`src/rtl/sec_prescaler_pkg.sv`:
```
package sec_prescaler_pkg;
    localparam int TICK_W = 16;
    localparam int FRAC_W = 4;
    localparam int CAL_W  = TICK_W + FRAC_W + 1;

    typedef struct packed {
        logic              trim_en;
        logic [FRAC_W-1:0] frac;
        logic [TICK_W-1:0] whole;
    } cal_t;

    localparam logic [CAL_W-1:0] CAL_RESET_RAW = 21'h198233;
    localparam cal_t CAL_RESET = cal_t'(CAL_RESET_RAW);
endpackage

```
`src/rtl/sec_prescaler_cal_reg.sv`:
```
module sec_prescaler_cal_reg
    import sec_prescaler_pkg::*;
#(
    parameter int WDATA_W = 32
) (
    input  logic               clk,
    input  logic               rst_n,
    input  logic               wr,
    input  logic [WDATA_W-1:0] wdata,
    output cal_t               cal
);
    typedef struct packed {
        cal_t cal;
    } state_t;

    state_t state_d, state_q;

    generate
        if (WDATA_W > CAL_W) begin : g_spare
            logic spare_unused;
            assign spare_unused = ^wdata[WDATA_W-1:CAL_W];
        end
    endgenerate

    always_comb begin
        state_d = state_q;
        if (wr) begin
            state_d.cal = cal_t'(wdata[CAL_W-1:0]);
        end
    end

    always_ff @(posedge clk or negedge rst_n) begin
        if (!rst_n) begin
            state_q.cal <= CAL_RESET;
        end else begin
            state_q <= state_d;
        end
    end

    assign cal = state_q.cal;
endmodule

```
`src/rtl/sec_prescaler_frac_seq.sv`:
```
module sec_prescaler_frac_seq
    import sec_prescaler_pkg::*;
(
    input  logic clk,
    input  logic rst_n,
    input  logic restart,
    input  logic sec_done,
    input  cal_t cal,
    output logic stretch
);
    typedef struct packed {
        logic [FRAC_W-1:0] idx;
    } state_t;

    state_t state_d, state_q;

    always_comb begin
        state_d = state_q;
        if (restart) begin
            state_d.idx = '0;
        end else if (sec_done) begin
            state_d.idx = state_q.idx + 1'b1;
        end
    end

    always_ff @(posedge clk or negedge rst_n) begin
        if (!rst_n) begin
            state_q.idx <= '0;
        end else begin
            state_q <= state_d;
        end
    end

    assign stretch = cal.trim_en && (state_q.idx < cal.frac);
endmodule

```
`src/rtl/sec_prescaler_tick_ctr.sv`:
```
module sec_prescaler_tick_ctr
    import sec_prescaler_pkg::*;
(
    input  logic              clk,
    input  logic              rst_n,
    input  logic              restart,
    input  logic              tick,
    input  logic [TICK_W-1:0] whole,
    input  logic              stretch,
    output logic              sec_done,
    output logic              pulse,
    output logic [TICK_W-1:0] cnt
);
    typedef struct packed {
        logic [TICK_W-1:0] cnt;
        logic              pulse;
    } state_t;

    state_t            state_d, state_q;
    logic [TICK_W:0]   next_cnt;
    logic [TICK_W:0]   target;

    always_comb begin
        next_cnt = {1'b0, state_q.cnt} + 1'b1;
        target   = {1'b0, whole} + {{TICK_W{1'b0}}, stretch};
        sec_done = tick && !restart && (next_cnt >= target);

        state_d       = state_q;
        state_d.pulse = 1'b0;
        if (restart) begin
            state_d.cnt = '0;
        end else if (tick) begin
            if (sec_done) begin
                state_d.cnt   = '0;
                state_d.pulse = 1'b1;
            end else begin
                state_d.cnt = next_cnt[TICK_W-1:0];
            end
        end
    end

    always_ff @(posedge clk or negedge rst_n) begin
        if (!rst_n) begin
            state_q.cnt   <= '0;
            state_q.pulse <= 1'b0;
        end else begin
            state_q <= state_d;
        end
    end

    assign pulse = state_q.pulse;
    assign cnt   = state_q.cnt;
endmodule

```
`src/rtl/sec_prescaler.sv`:
```
module sec_prescaler
    import sec_prescaler_pkg::*;
#(
    parameter int WDATA_W = 32
) (
    input  logic               clk,
    input  logic               rst_n,
    input  logic               xtal_tick,
    input  logic               cal_wr,
    input  logic [WDATA_W-1:0] cal_wdata,
    output logic               sec_pulse,
    output logic [TICK_W-1:0]  tick_cnt
);
    cal_t cal;
    logic stretch;
    logic sec_done;

    sec_prescaler_cal_reg #(.WDATA_W(WDATA_W)) cal_reg_i (
        .clk   (clk),
        .rst_n (rst_n),
        .wr    (cal_wr),
        .wdata (cal_wdata),
        .cal   (cal)
    );

    sec_prescaler_frac_seq frac_seq_i (
        .clk      (clk),
        .rst_n    (rst_n),
        .restart  (cal_wr),
        .sec_done (sec_done),
        .cal      (cal),
        .stretch  (stretch)
    );

    sec_prescaler_tick_ctr tick_ctr_i (
        .clk      (clk),
        .rst_n    (rst_n),
        .restart  (cal_wr),
        .tick     (xtal_tick),
        .whole    (cal.whole),
        .stretch  (stretch),
        .sec_done (sec_done),
        .pulse    (sec_pulse),
        .cnt      (tick_cnt)
    );
endmodule

```
`config.mk`:
```
export PLATFORM = sky130hd
export DESIGN_NAME = sec_prescaler
export DESIGN_NICKNAME = d
export VERILOG_FILES = /design/src/rtl/sec_prescaler_pkg.sv /design/src/rtl/sec_prescaler_cal_reg.sv /design/src/rtl/sec_prescaler_frac_seq.sv /design/src/rtl/sec_prescaler_tick_ctr.sv /design/src/rtl/sec_prescaler.sv
export SDC_FILE = /design/constraint.sdc
export NUM_CORES = 1
export LEC_CHECK = 0
export ABC_AREA = 1
export BUFFER_PORTS_ARGS = -buffer_cell sky130_fd_sc_hd__buf_2
export CAP_MARGIN = 15
export CORE_MARGIN = 8
export CORE_UTILIZATION = 53
export CTS_BUF_LIST = sky130_fd_sc_hd__clkbuf_8
export DETAILED_ROUTE_END_ITERATION = 12
export PLACE_DENSITY = 0.79
export SLEW_MARGIN = 20
export SYNTH_ARGS = -nofsm -noshare
export SYNTH_HDL_FRONTEND = slang
export SYNTH_HIERARCHICAL = 1
export SYNTH_SLANG_ARGS = --single-unit
```
`constraint.sdc`:
```
create_clock -name clk -period 3.8 [get_ports clk]
set_clock_uncertainty 0.05 [all_clocks]
set_input_delay 0.38 -clock clk [delete_from_list [all_inputs] [get_ports clk]]
set_output_delay 0.38 -clock clk [all_outputs]
set_load 0.005 [all_outputs]
```
; Word level (Yosys, flattened, before mapping)
; Index checks and enable logic that the tools add are counted.
; Widths: inputs -> output; s select.
[classes]
addsub = 3
reduce_logical = 6
order_cmp = 2
muxes = 7
[op_table]
columns = operator, count
row1 = $mux 16, 2
row2 = $add 16x1->17, 1
row3 = $add 16x1->17 const B, 1
row4 = $ge 17x17->1, 1
row5 = $mux 17, 1
row6 = $mux 4, 2
row7 = $add 4x1->4 const B, 1
row8 = $lt 4x4->1, 1
row9 = $reduce_bool 2->1, 2
row10 = $logic_and 1x1->1, 3
row11 = $mux 1, 2
row12 = $logic_not 1->1, 1
[totals]
reg_bits = 42
word_cells = 24
out_inout_bits = 17

; Logic depth before layout (Yosys ltp)
[logic_depth]
depth_word = 8
ltp_mapped = 29
ltp_nobuf = 28

; By module
; Netlist, hierarchy kept.
[by_module_without_submodules]
columns = module, area_each_um2, cells_per_inst, instances, seq_area_each_um2
row1 = sec_prescaler_tick_ctr, 2033.2, 309, 1, 425.4
row2 = sec_prescaler_cal_reg, 814.5, 89, 1, 536.8
row3 = sec_prescaler_frac_seq, 285.3, 38, 1, 100.1

; Least setup slack after synthesis
; OpenSTA, ideal clock, no wires.
[synth_timing]
path_kind = reg2reg
start = reg, netlist name cal_reg_i/cal[19]
end = reg frac_seq_i/state_q[3] (netlist name)
required_time_ps = 3631
path_slack_ps = 110
stages_incl_launch_ff = 29
arrival_ps = 3521
setup_time_ps = 119
path_cell_list = dfstp_2 -> inv_1 -> ha_1 -> nand2_1 -> nand3b_1 -> nor2_1 -> ha_1 -> ha_1 -> nand2_1 -> inv_1 -> nand2_1 -> nor2_2 -> nand4_1 -> xnor2_1 -> inv_1 -> ha_1 -> nand2_2 -> inv_2 -> nand2_1 -> nand2_1 -> nand2_1 -> nand3_2 -> nor2_4 -> buf_12 -> nor2_2 -> nor2_2 -> nor2_4 -> a21oi_1 -> nor2_1
[synth_via]
elab_chain_cells = 6
[synth_rtl]
columns = item, line_no
row1 = $lt 4x4->1, sec_prescaler_frac_seq.sv:34  ; assign stretch = cal.trim_en && (state_q.idx < cal.frac);
row2 = $logic_and 1x1->1, sec_prescaler_frac_seq.sv:34
row3 = via stretch, sec_prescaler.sv:15  ; logic stretch;
row4 = $add 16x1->17, sec_prescaler_tick_ctr.sv:25  ; target = {1'b0, whole} + {{TICK_W{1'b0}}, stretch};
row5 = $ge 17x17->1, sec_prescaler_tick_ctr.sv:26  ; sec_done = tick && !restart && (next_cnt >= target);
row6 = $logic_and 1x1->1, sec_prescaler_tick_ctr.sv:26
row7 = via sec_done, sec_prescaler.sv:16  ; logic sec_done;
row8 = $reduce_bool 2->1 (no source line), --
row9 = end signal: assignment, sec_prescaler_frac_seq.sv:30  ; state_q <= state_d;
row10 = end: declaration, sec_prescaler_frac_seq.sv:15  ; state_t state_d, state_q;
; The timed path passes the listed nets, and every way through them passes these cells.
; A chain may end at the register's enable or synchronous reset.

; Worst setup path after layout
[layout_timing]
start = reg, netlist name cal_reg_i/cal[19]
end = reg frac_seq_i/state_q[3] (netlist name)
[layout_via]
elab_chain_cells = 6
[layout_rtl]
columns = item, line_no
row1 = $lt 4x4->1, sec_prescaler_frac_seq.sv:34
row2 = $logic_and 1x1->1, sec_prescaler_frac_seq.sv:34
row3 = via stretch, sec_prescaler.sv:15
row4 = $add 16x1->17, sec_prescaler_tick_ctr.sv:25
row5 = $ge 17x17->1, sec_prescaler_tick_ctr.sv:26
row6 = $logic_and 1x1->1, sec_prescaler_tick_ctr.sv:26
row7 = via sec_done, sec_prescaler.sv:16
row8 = $reduce_bool 2->1 (no source line), --
; The timed path passes the listed nets, and every way through them passes these cells.

==> flow_metrics.py <==
metrics = {
    "final_layout": {
        "area_delta_synth_final_pct": 13.9,
        "drive_gt1_share_pct": 25.2,
        "fin_util_pct": 61.3,
        "n_antenna_cell": 0,
        "stdcell_count": 556,
        "fillers": 552,
        "fin_nets": 540,
    },
    "synthesis": {
        "postSynthCellCount": 436,
        "synth-seq-cells": 42,
        "netlist-cell-type-count": 28,
        "synthTopCellsByArea": "dfrtp_1, nand2_1, ha_1, dfstp_2, inv_1",
        "synth-seq-area-share_pct": 33.9,
        "synthAdderAreaFrac_pct": 9.58,
        "synthSimpleGateAreaFrac_pct": 39.7,
        "netlist_area_um2": 3130,
        "synth_mux_area_share_pct": 0,
        "synth_compound_area_share_pct": 1.92,
        "synth_async_sr_flop_share_pct": 100,
        "synth_xor_area_share_pct": 5.59,
        "synth_top_family_by_area": "simple AND/OR/NAND/NOR gates",
        "syn_nets": 496,
        "yosysTopAreaCell": "dfrtp_1",
        "yosysMostFrequentCell": "nand2_1",
        "synth_warnings": 6,
        "synthDominantCellAreaShare_pct": 26.4,
        "synth_ff_type": "dfrtp_1",
        "synth-edff-count": 0,
        "syn_avg_cell_area_um2": 7.19,
        "yosys-top-cells-count": "nand2_1, inv_1, nor2_1",
    },
    "clocking": {
        "clkSlewWorstSetupHoldPaths_ns": 0.08,
        "h-tree-depth": 2,
        "clkLatencyLatePin_ns": 0.30,
        "numCtsBuffers": 5,
        "clockRootBuffer": "clkbuf_8",
        "cts.sinks": 42,
        "clockBufferDepth": 2,
        "ctsHoldBuffers": 0,
        "cts_tree": "built",
    },
    "power_and_ir_drop": {
        "worst_ir_drop_vdd_mv": 0.198,
        "power_density_nw_per_um2": 268,
        "leakage_nw": 1.99,
    },
    "die": {
        "core_area_um2": 5820,
        "core.rowCount": 28,
        "fp.dieH_um": 92.9,
        "initial_core_util_pct": 53.9,
        "die_area_um2": 8630,
        "die_w_um": 92.9,
        "ios": 53,
    },
    "placed_design": {
        "gp_routability_congestion": 0.882,
        "port_buffers": 41,
        "dp_cells": 548,
        "pre_cts_ws_ns": 0.0762,
        "hpwl_um": 4980,
    },
    "drt": {
        "via_per_inst": 4.87,
        "avgRoutedWirePerCell_um": 11.7,
        "ant_nets": 0,
        "via_count": 2707,
        "drc_errors": 0,
        "drt-initial-drc-count": 85,
        "totalWireLength_um": 6520,
        "drt-pass1-iter-count": 4,
    },
    "timing": {
        "max-slew-margin-rel_pct": 34.7,
        "layout_min_cycle_time_ns": 3.65,
        "post-route-period-util_pct": 96.0,
        "hold_viol_final": 0,
        "worst_pin_slew_ns": 0.976,
        "tns_ns": 0,
        "drv_slew": 0,
        "worst_slack_ns": 0.154,
        "fmax_ghz": 0.274,
        "setup_viol": 0,
    },
    "run_status": {
        "outcome": "completed",
    },
    "job": {
        "max-cap-violations": 0,
    },
    "grt": {
        "globalRoute.totalOverflow": 0,
        "antenna_found_initial": 0,
        "grt_max_degree": 43,
        "grt_pass1_vias": 2750,
        "track_usage_pct": 15.6,
        "grt_pass1_wl_um": 11200,
    },
    "critical_path": {
        "start_kind": "flop",
        "path_class": "reg2reg",
        "arrival_ns": 3.79,
        "critical_path_peak_fanout": 4,
        "end_kind": "flop",
        "cp.required_ns": 3.94,
    },
    "hold_path": {
        "hold_class": "in2async",
    },
}
[flip-flops by register name, summed over array words and instances (netlist names)]
| register | flops |
|---|---|
| cal_reg_i/cal | 21 |
| frac_seq_i/state_q | 4 |
| tick_ctr_i/cnt | 16 |
| tick_ctr_i/pulse | 1 |
[what timing repair did]
action                                  CTS  global route
buffers inserted                          0             0
resized for setup                         0            20
endpoints found under the setup margin    0            21
[area by class of cell]
class                   instances  area (um^2)  share of cell area (%)
flip-flops and latches         42         1060                    29.8
clock inverters                 2         12.5                   0.351
well taps                      75         93.8                    2.63
repair buffers                 44          228                    6.38
clock buffers                   6         82.6                    2.31
inverters                      58          218                    6.10
multi-input cells             329         1870                    52.4
[metrics by stage]
step / hold WS, ns / power (mW) / cell area, um^2
floorplan: 0.0344 / 0.604 / 3130
global placement: 0.404 / 0.642 / 3380
detailed placement: 0.407 / 0.649 / 3380
CTS: 0.192 / 0.952 / 3470
global route: 0.213 / 1.01 / 3570
finish: 0.157 / 0.955 / 3570
[worst max-delay path, cell delays in order (launching register included)]
cell and delay [ns]:
dfstp_2 0.55, inv_2 0.05, ha_4 0.23, nand2_1 0.06
nand3b_1 0.08, nor2_1 0.11, ha_2 0.23, ha_4 0.15
nand2_2 0.05, inv_2 0.08, nand2_4 0.06, nor2_4 0.12
nand4_1 0.12, xor2_1 0.20, inv_1 0.10, ha_4 0.29
nand2_4 0.07, nor3_2 0.16, nand3_1 0.12, nand3_2 0.09
nor2_4 0.05, nor2_2 0.13, nor2_2 0.08, nor2_4 0.16
nand3_2 0.07, nand2_1 0.07, nor2_1 0.04
[metal layers]
metal	track usage, %	up-vias	part of all wire [%]
met3	3.96	6	5.7
met4	5.10	0	0.90
met2	27.6	71	48
li1	-	1429	-
met1	17.8	1201	45
met5	0	-	0
[cell usage in the layout (no fill, tap or decap)]
master | netlist | layout
nand2_4 | 0 | 2
dfrtp_1 | 33 | 33
nand3b_1 | 1 | 1
nor2_2 | 11 | 9
nor2_4 | 3 | 6
inv_1 | 54 | 52
buf_2 | 1 | 41
ha_1 | 24 | 20
nand2_2 | 22 | 23
clkinvlp_4 | 0 | 1
xnor2_1 | 8 | 8
ha_4 | 0 | 3
clkbuf_8 | 0 | 6
o21a_1 | 1 | 1
nand4_1 | 12 | 12
nand2_1 | 158 | 155
nor3_2 | 0 | 1
inv_2 | 4 | 6
a21oi_2 | 0 | 2
ha_2 | 0 | 1
buf_4 | 2 | 3
o21ai_1 | 1 | 1
nor4_1 | 1 | 1
nor3_1 | 3 | 2
nand3_2 | 4 | 5
xor2_1 | 12 | 12
a21oi_1 | 8 | 6
dfstp_2 | 9 | 9
nor2_1 | 42 | 41
nor3_4 | 2 | 2
clkinv_2 | 0 | 1
a21o_1 | 1 | 1
nand3_1 | 15 | 14
[cells by family (layout without fill, tap and decap cells)]
family,after synthesis,in the layout
AOI/OAI and AO/OA,11,11
xor gates and xnor gates,20,20
adders and majority gates,24,24
buffers and inverters,65,110
DFF,42,42
and+or+nand+nor,274,274
[path summary, 6_finish.rpt]
check                                       start               endpoint  slack (ns)  cells after the start
worst max-delay path            cal_reg_i/cal[19]  frac_seq_i/state_q[3]        0.15                     26
worst min-delay path                        rst_n      tick_ctr_i/cnt[4]        0.16                      1
worst max register to register  cal_reg_i/cal[19]  frac_seq_i/state_q[3]        0.15                     26
worst min register to register  cal_reg_i/cal[16]      cal_reg_i/cal[16]        0.42                      2
max in group asynchronous                   rst_n       cal_reg_i/cal[3]        3.00                      1
min in group clk                     cal_wdata[4]       cal_reg_i/cal[4]        0.22                      3
[report_power, final]
part           internal [mW]  total (mW)  switching [mW]
clock network          0.146       0.304           0.158
registers              0.475       0.502          0.0264
logic                 0.0588       0.150          0.0907
total                  0.680       0.955           0.275
Power figures use the tool's default switching activity.
